<file path="src/rtl/sps_pkg.sv">
package sps_pkg;
  typedef enum logic [2:0] {
    ST_IDLE,
    ST_ALIGN,
    ST_ACTIVE,
    ST_DONE,
    ST_RELEASE
  } seq_state_t;
endpackage

</file>
<file path="src/rtl/sps_eclk_gen.sv">
module sps_eclk_gen #(
  parameter int PERIOD = 10,
  parameter int HIGH   = 4,
  localparam int PW    = $clog2(PERIOD)
) (
  input  logic          clk,
  input  logic          rst_n,
  output logic [PW-1:0] phase,
  output logic          e_clk
);
  localparam int LOW = PERIOD - HIGH;
  localparam logic [PW-1:0] LAST = PW'(PERIOD - 1);

  logic [PW-1:0] phase_nxt;

  always_comb begin
    if (phase == LAST) phase_nxt = '0;
    else               phase_nxt = phase + 1'b1;
  end

  // e_clk is registered from the next phase so that it lines up with phase
  always_ff @(posedge clk or negedge rst_n) begin
    if (!rst_n) begin
      phase <= '0;
      e_clk <= 1'b0;
    end else begin
      phase <= phase_nxt;
      e_clk <= (phase_nxt >= PW'(LOW));
    end
  end
endmodule

</file>
<file path="src/rtl/sps_req_qual.sv">
module sps_req_qual (
  input  logic as_n,
  input  logic vpa_n,
  input  logic uds_n,
  input  logic lds_n,
  output logic req
);
  // a peripheral access needs the address strobe, the decoder flag and a data strobe
  always_comb req = !as_n && !vpa_n && (!uds_n || !lds_n);
endmodule

</file>
<file path="src/rtl/sps_ctrl_fsm.sv">
module sps_ctrl_fsm
  import sps_pkg::*;
#(
  parameter int PERIOD = 10,
  parameter int VMA_PH = 3,
  localparam int PW    = $clog2(PERIOD)
) (
  input  logic          clk,
  input  logic          rst_n,
  input  logic          req,
  input  logic          as_n,
  input  logic          rw_n,
  input  logic [PW-1:0] phase,
  output logic          vma_n,
  output logic          latch_stb,
  output logic          cyc_done
);
  localparam logic [PW-1:0] ARM_PH   = PW'(VMA_PH - 1);
  localparam logic [PW-1:0] LATCH_PH = PW'(PERIOD - 2);
  localparam logic [PW-1:0] END_PH   = PW'(PERIOD - 1);

  seq_state_t state;

  always_ff @(posedge clk or negedge rst_n) begin
    if (!rst_n) begin
      state     <= ST_IDLE;
      vma_n     <= 1'b1;
      latch_stb <= 1'b0;
      cyc_done  <= 1'b0;
    end else begin
      latch_stb <= 1'b0;
      cyc_done  <= 1'b0;
      unique case (state)
        ST_IDLE: begin
          if (req) begin
            if (phase == ARM_PH) begin
              state <= ST_ACTIVE;
              vma_n <= 1'b0;
            end else begin
              state <= ST_ALIGN;
            end
          end
        end
        ST_ALIGN: begin
          if (as_n) begin
            state <= ST_IDLE;
          end else if (phase == ARM_PH) begin
            state <= ST_ACTIVE;
            vma_n <= 1'b0;
          end
        end
        ST_ACTIVE: begin
          if (phase == LATCH_PH) latch_stb <= rw_n;
          if (phase == END_PH) begin
            cyc_done <= 1'b1;
            state    <= ST_DONE;
          end
        end
        ST_DONE: begin
          vma_n <= 1'b1;
          state <= ST_RELEASE;
        end
        ST_RELEASE: begin
          if (as_n) state <= ST_IDLE;
        end
        default: state <= ST_IDLE;
      endcase
    end
  end
endmodule

</file>
<file path="src/rtl/sync_periph_seq.sv">
module sync_periph_seq #(
  parameter int E_DIV    = 10,
  parameter int E_HIGH   = 4,
  parameter int VMA_LEAD = 3
) (
  input  logic clk,
  input  logic rst_n,
  input  logic as_n,
  input  logic rw_n,
  input  logic uds_n,
  input  logic lds_n,
  input  logic vpa_n,
  output logic e_clk,
  output logic vma_n,
  output logic cyc_done,
  output logic latch_stb
);
  localparam int PW     = $clog2(E_DIV);
  localparam int VMA_PH = E_DIV - E_HIGH - VMA_LEAD;

  logic [PW-1:0] phase;
  logic          req;

  sps_eclk_gen #(.PERIOD(E_DIV), .HIGH(E_HIGH)) u_eclk (
    .clk   (clk),
    .rst_n (rst_n),
    .phase (phase),
    .e_clk (e_clk)
  );

  sps_req_qual u_qual (
    .as_n  (as_n),
    .vpa_n (vpa_n),
    .uds_n (uds_n),
    .lds_n (lds_n),
    .req   (req)
  );

  sps_ctrl_fsm #(.PERIOD(E_DIV), .VMA_PH(VMA_PH)) u_fsm (
    .clk       (clk),
    .rst_n     (rst_n),
    .req       (req),
    .as_n      (as_n),
    .rw_n      (rw_n),
    .phase     (phase),
    .vma_n     (vma_n),
    .latch_stb (latch_stb),
    .cyc_done  (cyc_done)
  );
endmodule

</file>
<file path="config.mk">
export PLATFORM = sky130hd
export DESIGN_NAME = sync_periph_seq
export DESIGN_NICKNAME = d
export VERILOG_FILES = /design/src/rtl/sps_pkg.sv /design/src/rtl/sps_eclk_gen.sv /design/src/rtl/sps_req_qual.sv /design/src/rtl/sps_ctrl_fsm.sv /design/src/rtl/sync_periph_seq.sv
export SDC_FILE = /design/constraint.sdc
export NUM_CORES = 1
export LEC_CHECK = 0
export BUFFER_PORTS_ARGS = -buffer_cell sky130_fd_sc_hd__buf_2
export CORE_AREA = 2 2 39 41
export CTS_CLUSTER_SIZE = 16
export DETAILED_ROUTE_END_ITERATION = 8
export DIE_AREA = 0 0 41 43
export GPL_TIMING_DRIVEN = 0
export HOLD_SLACK_MARGIN = 0.03
export SLEW_MARGIN = 20
export SYNTH_ARGS = -nofsm -noshare
export SYNTH_HDL_FRONTEND = slang
export SYNTH_SLANG_ARGS = --single-unit
</file>
<file path="constraint.sdc">
create_clock -name clk -period 1.05 [get_ports clk]
set_input_delay 0.0525 -clock clk [delete_from_list [all_inputs] [get_ports clk]]
set_output_delay 0.0525 -clock clk [all_outputs]
set_load 0.01 [all_outputs]
</file>
# Word-level counts from Yosys, hierarchy flattened
# Cells that the tools add are included.
# word_totals
latchBits,0
regBits,11
ramBits,0
memories,0
word_cells,47
inputBits,7
romBits,0
output_inout_bits,4
# op_classes
shifts,0
div,0
mul,0
add_sub_neg,1
mux,16
eq_ne,12
reduce_logical,11
n_lt_le_gt_ge,1
bitwise,0
# op_table
cell,count
$mux W3,5
$pmux W3 S5,1
$eq A4 B4 Y1 const B,2
$ne A2 B2 Y1 const B,4
$mux W1,7
$eq A3 B2 Y1 const B,2
$add A4 B1 Y4 const B,1
$eq A4 B2 Y1 const B,1
$ge A4 B3 Y1 const B,1
$logic_not A1 Y1,4
$mux W4,1
$reduce_and A4 Y1,1
$eq A3 B1 Y1 const B,1
$eq A3 B3 Y1 const B,1
$logic_not A3 Y1,1
$ne A3 B2 Y1 const B,1
$pmux W1 S3,1
$reduce_and A3 Y1,1
$reduce_bool A3 Y1,1
$logic_and A1 B1 Y1,2
$mux W2,1
$logic_or A1 B1 Y1,1

# Depth between registers and ports, before layout
# logic_depth
ltp_word,5
mapped_depth,3
ltp_nobuf,3

# Modules after synthesis
# From an unflattened synthesis, not the netlist that was laid out.
# hier_totals
cells_unflattened,46
hier_area_um2,541.8
# modules_own_cells
module,area_each_um2,instances,cells_each,seq_area_each_um2
sps_ctrl_fsm,301.5,1,25,151.4
sps_eclk_gen,227.7,1,20,125.1
sps_req_qual,12.5,1,1,0.0

# Worst setup path before layout
# OpenSTA, ideal clock, no wires.
# synth_timing
path_kind,flip-flop to flip-flop
startpoint,register u_fsm.state[0]
endpoint,register u_fsm.state[0]
setup_ns,0.078
synth_period_minus_slack_ns,1.138
t_required_ns,0.972
slack_ns,-0.088
stages_incl_launch_ff,4
t_arrival_ns,1.060
path_buffers,0
cell_sequence,dfrtp_1 > or3b_4 > nor4_4 > o21bai_1
# synth_between
elab_chain_cells,3
word_cells_on_any_way,11
cone_classes,eq/ne: 8; mux: 1; reduce/logical: 2
# synth_rtl
element,line_no,rtl
from (decl),sps_ctrl_fsm.sv:22,seq_state_t state;
from (signal assigned),sps_ctrl_fsm.sv:26,state <= ST_IDLE;
from (signal assigned),sps_ctrl_fsm.sv:37,state <= ST_ACTIVE;
from (signal assigned),sps_ctrl_fsm.sv:40,state <= ST_ALIGN;
"$eq A3 B1 Y1, or another cell as far along",sps_ctrl_fsm.sv:33,unique case (state)
$ne A3 B2 Y1 (no source line) or $ne A2 B2 Y1 (tied branches),-,
$reduce_and A4 Y1 (no source line),-,
# Parallel ways exist; a longest one is shown, timed or not.
# A chain may end at the register's enable or synchronous reset.

# Worst setup path after layout
# layout_timing
startpoint,register u_fsm.state[0]
endpoint,register u_fsm.latch_stb
# layout_between
elab_chain_cells,2
# layout_rtl
element,line_no,rtl
$eq A3 B2 Y1,sps_ctrl_fsm.sv:33,
$mux W1,sps_ctrl_fsm.sv:33,
to (signal assigned),sps_ctrl_fsm.sv:53,if (phase == LATCH_PH) latch_stb <= rw_n;
to (decl),sps_ctrl_fsm.sv:15,"output logic latch_stb,"
# No other way between the ends.

==> Implementation_results.wiki <==
{| class="wikitable"
! Metric !! Value
|-
| Run status || finished, violations left
|-
| Failing checks || setup timing
|-
| Initial core utilization || 0.3544
|-
| Initial antenna violation count || 0
|-
| GP Congestion || 0.6651
|-
| Xor/xnor cell area share of the yosys netlist || 0.03571
|-
| DR WL/cell || 11.74 um
|-
| Adder-Cell Fraction of Synth Area || 0
|-
| Count of buffers inserted at the top-level ports || 10
|-
| Detailed Route Iter0 Violations || 5
|-
| Peak supply drop || 0.0006745 V
|-
| Portion of total power attributed to sequential cells || 0.543
|-
| Number of enable-type register cells in the synthesized netlist || 0
|-
| Family with the most delay on the worst path || simple AND/OR/NAND/NOR gates
|-
| CP peak stage delay || 430 ps
|-
| Transition at the pin with the smallest max-transition slack || 237.0 ps
|-
| Worst-case register-to-register setup slack || -130 ps
|-
| Overflow after GRT || 0
|-
| Post-Syn Nets || 49
|-
| Logic depth of the worst register-to-register path || 3
|-
| Sequential share of the synthesized area || 0.5638
|-
| Count of endpoints failing hold in the final timing report || 0
|-
| Critical path, cell by cell || or3b_4 -> nor3_1 -> and3_1
|-
| Overall global routing resource usage || 0.1182
|-
| Max Fclk || 848.1 MHz
|-
| Number of global-route vias before repair || 388
|-
| Clock power share || 0.310
|-
| Number of nets still failing antenna checks after routing || 0
|-
| Global-route wire length before repair || 1.380 mm
|-
| Number of cells on the critical path || 3
|-
| Leak || 0.3292 nW
|-
| Most area-hungry cell type in the Yosys netlist || sky130_fd_sc_hd__dfrtp_1
|-
| WS Path Type || reg -> reg
|-
| Fraction of layout cells with a size suffix above 1 || 0.4923
|-
| Compound-cell area share of the yosys netlist || 0.1327
|-
| Crit end category || flop
|-
| Clock transition at path regs || 70 ps
|-
| Number of vias per cell after detailed routing || 5.000
|-
| Worst clock skew on the final layout || 3.049 ps
|-
| CTS tree || built
|-
| Synth warn || 0
|-
| Avg Cell Area, Syn || 11.68 um^2
|-
| Number of iterations in the first detailed-routing pass || 4
|-
| Layout filler cell count || 130
|-
| Overall routed net length || 951 um
|-
| Buffer depth of the longest clock path || 2
|-
| Via count || 405
|-
| TritonCTS Buffers || 3
|-
| Period utilisation layout || 1.123
|-
| Total die area || 0.001763 mm^2
|-
| Hold-critical path depth || 3
|-
| Async set or reset register ratio after synthesis || 1.000
|-
| CTS H-tree lvls || 1
|-
| Cell area after synthesis || 490.5 um^2
|-
| Internal power of the cells || 691.9 uW
|-
| Largest family of logic cells by synthesized area || simple AND/OR/NAND/NOR gates
|-
| Largest fanout on the critical path || 3
|-
| Share of total power consumed by net switching || 0.2378
|-
| Core ar. || 0.001384 mm^2
|-
| Top Ports || 11
|-
| Final Non-Filler Cells || 81
|-
| Highest metal layer with signal wires || met4
|-
| Final setup margin || -129.1 ps
|-
| Metal-1 WL || 389 um
|-
| Number of antenna diodes || 0
|-
| Largest net degree at the start of global routing || 12
|-
| Buf/Inv on CP || 0
|-
| Count of clock tree sinks || 11
|-
| Tightest Hold Check Type || in -> reg
|-
| Die extent in x || 41 um
|-
| Routed length on met3 || 59 um
|-
| Power density of the placed cells || 1305 mW/mm^2
|-
| Clock tree root driver cell || sky130_fd_sc_hd__clkbuf_4
|-
| P_sw || 215.9 uW
|-
| Flops & latches, synth || 11
|-
| Share of synthesized area spent on multiplexers || 0
|-
| Storage element area || 281.5 um^2
|-
| Library cell contributing the largest single delay on the critical path || sky130_fd_sc_hd__or3b_4
|-
| Slew headroom || 0.8420
|-
| Final Setup Violations || 6
|-
| Post-route DRC || 0
|-
| Number of standard-cell rows in the floorplan || 14
|-
| Post-Syn Instances || 42
|-
| Post-synth top flop || sky130_fd_sc_hd__dfrtp_1
|-
| Unrepaired setup endpoints after global routing || yes
|-
| Cell types occupying the most area after synthesis || sky130_fd_sc_hd__dfrtp_1 51%, sky130_fd_sc_hd__dfstp_2 5.4%, sky130_fd_sc_hd__nor4_4 4.3%
|-
| Total power || 907.7 uW
|-
| Post-Synth Simple-Gate Area || 0.2372
|-
| Combined area of the multi-input logic cells || 219.0 um^2
|-
| Minimum clock period || 1179 ps
|-
| Number of nets in the final layout || 73
|-
| Clock latency on the worst-skew pair || 260 ps
|-
| Number of distinct standard cells referenced by the synthesized netlist || 23
|-
| Post-synth top area share || 0.5102
|-
| Max Cap Violations || 0
|-
| Final max-slew violation count || 0
|-
| Number of cells in the design after placement || 68
|-
| Area added between synthesis and finish || 41.84%
|-
| Critical path startpoint category || flop
|-
| Total Neg Setup Slack || -509.7 ps
|-
| Final cell area excluding filler cells || 695.7 um^2
|-
| Required time of the worst setup path || 1250 ps
|-
| Metal2 WL || 495 um
|-
| Instance area at placement || 560.5 um^2
|-
| Post-DP HPWL || 584.2 um
|-
| Die outline height || 43 um
|-
| Data arrival time at the worst-slack endpoint || 1380 ps
|-
| Combinational cell fraction of total power || 0.147
|}
==> flip-flops by register name, summed over array words and instances, names as in the netlist <==
register,cells
u_fsm.latch_stb,1
u_eclk.phase,4
u_fsm.vma_n,1
u_fsm.state,3
u_fsm.cyc_done,1
u_eclk.e_clk,1
==> cell usage after synthesis, drive strengths merged, types with 2 or more instances <==
| cell type | count |
|---|---|
| dfrtp | 10 |
| inv | 4 |
| nand2 | 3 |
| nor3 | 3 |
| o21ai | 3 |
| a21oi | 2 |
| nand3b | 2 |
==> stage by stage <==
step | setup slack (ps) | utilization | hold slack [ps]
after floorplan | -69.77 | - | -243.1
after global placement | -136.0 | 0.4051 | -67.21
after detailed placement | -146.6 | 0.4051 | -66.78
after CTS | -140.2 | 0.4729 | 53.10
after global routing | -198.9 | 0.5027 | 57.67
final | -129.1 | 0.5027 | 56.13
==> layout by cell type, fill, tap and decap left out, drive strengths merged, types with 2 or more instances in the layout <==
master       count
nand3b           2
dlygate4sd3      2
a21oi            2
o21ai            3
inv              4
dfrtp           10
clkbuf           4
nand2            3
nor3             3
buf             17
==> layout make-up <==
class | instances | share of cell area
clock buffers | 4 | 0.03777
inverters | 4 | 0.02158
multi-input cells | 27 | 0.3147
flip-flops and latches | 11 | 0.4047
well taps | 16 | 0.02878
repair buffers | 19 | 0.1924
==> power by group through the flow <==
stage               clock (mW)  combinational, mW  sequential, mW
finish                   0.281              0.134           0.493
global route             0.309              0.152           0.499
CTS                      0.288              0.137           0.494
detailed placement           0              0.114           0.505
global placement             0              0.114           0.503
floorplan                    0             0.0548           0.513
==> layer usage <==
metal,up-vias,track usage
met2,11,0.2000
met3,2,0.03141
li1,197,-
met4,0,0.08000
met1,195,0.1149
met5,-,0
==> cells by family (layout without fill, tap and decap cells) <==
kind of cell,after synthesis,in the layout
simple gates,15,15
xor+xnor,2,2
buf+inv,4,27
flops,11,11
compound gates,10,10
==> worst min-delay path: stages <==
cell	delay, ps
sky130_fd_sc_hd__buf_2	90
sky130_fd_sc_hd__or4b_1	100
sky130_fd_sc_hd__nand2_1	40
==> final timing paths <==
| check | startpoint | to |
|---|---|---|
| max | u_fsm.state[0] | u_fsm.latch_stb |
| min | as_n | u_fsm.state[2] |
| max reg2reg | u_fsm.state[0] | u_fsm.latch_stb |
| min reg2reg | u_fsm.vma_n | u_fsm.vma_n |
| max in group asynchronous | rst_n | u_fsm.vma_n |
| min in group asynchronous | rst_n | u_fsm.state[2] |
==> repair_timing <==
item,4_1_cts,5_1_grt
buffers inserted,4,4
pin swaps,6,3
resized for setup,7,6
hold endpoints to repair,12,0
gates cloned,0,0
endpoints found under the setup margin,7,9
hold buffers,2,0
No activity file was read; power rests on OpenSTA's default activity.
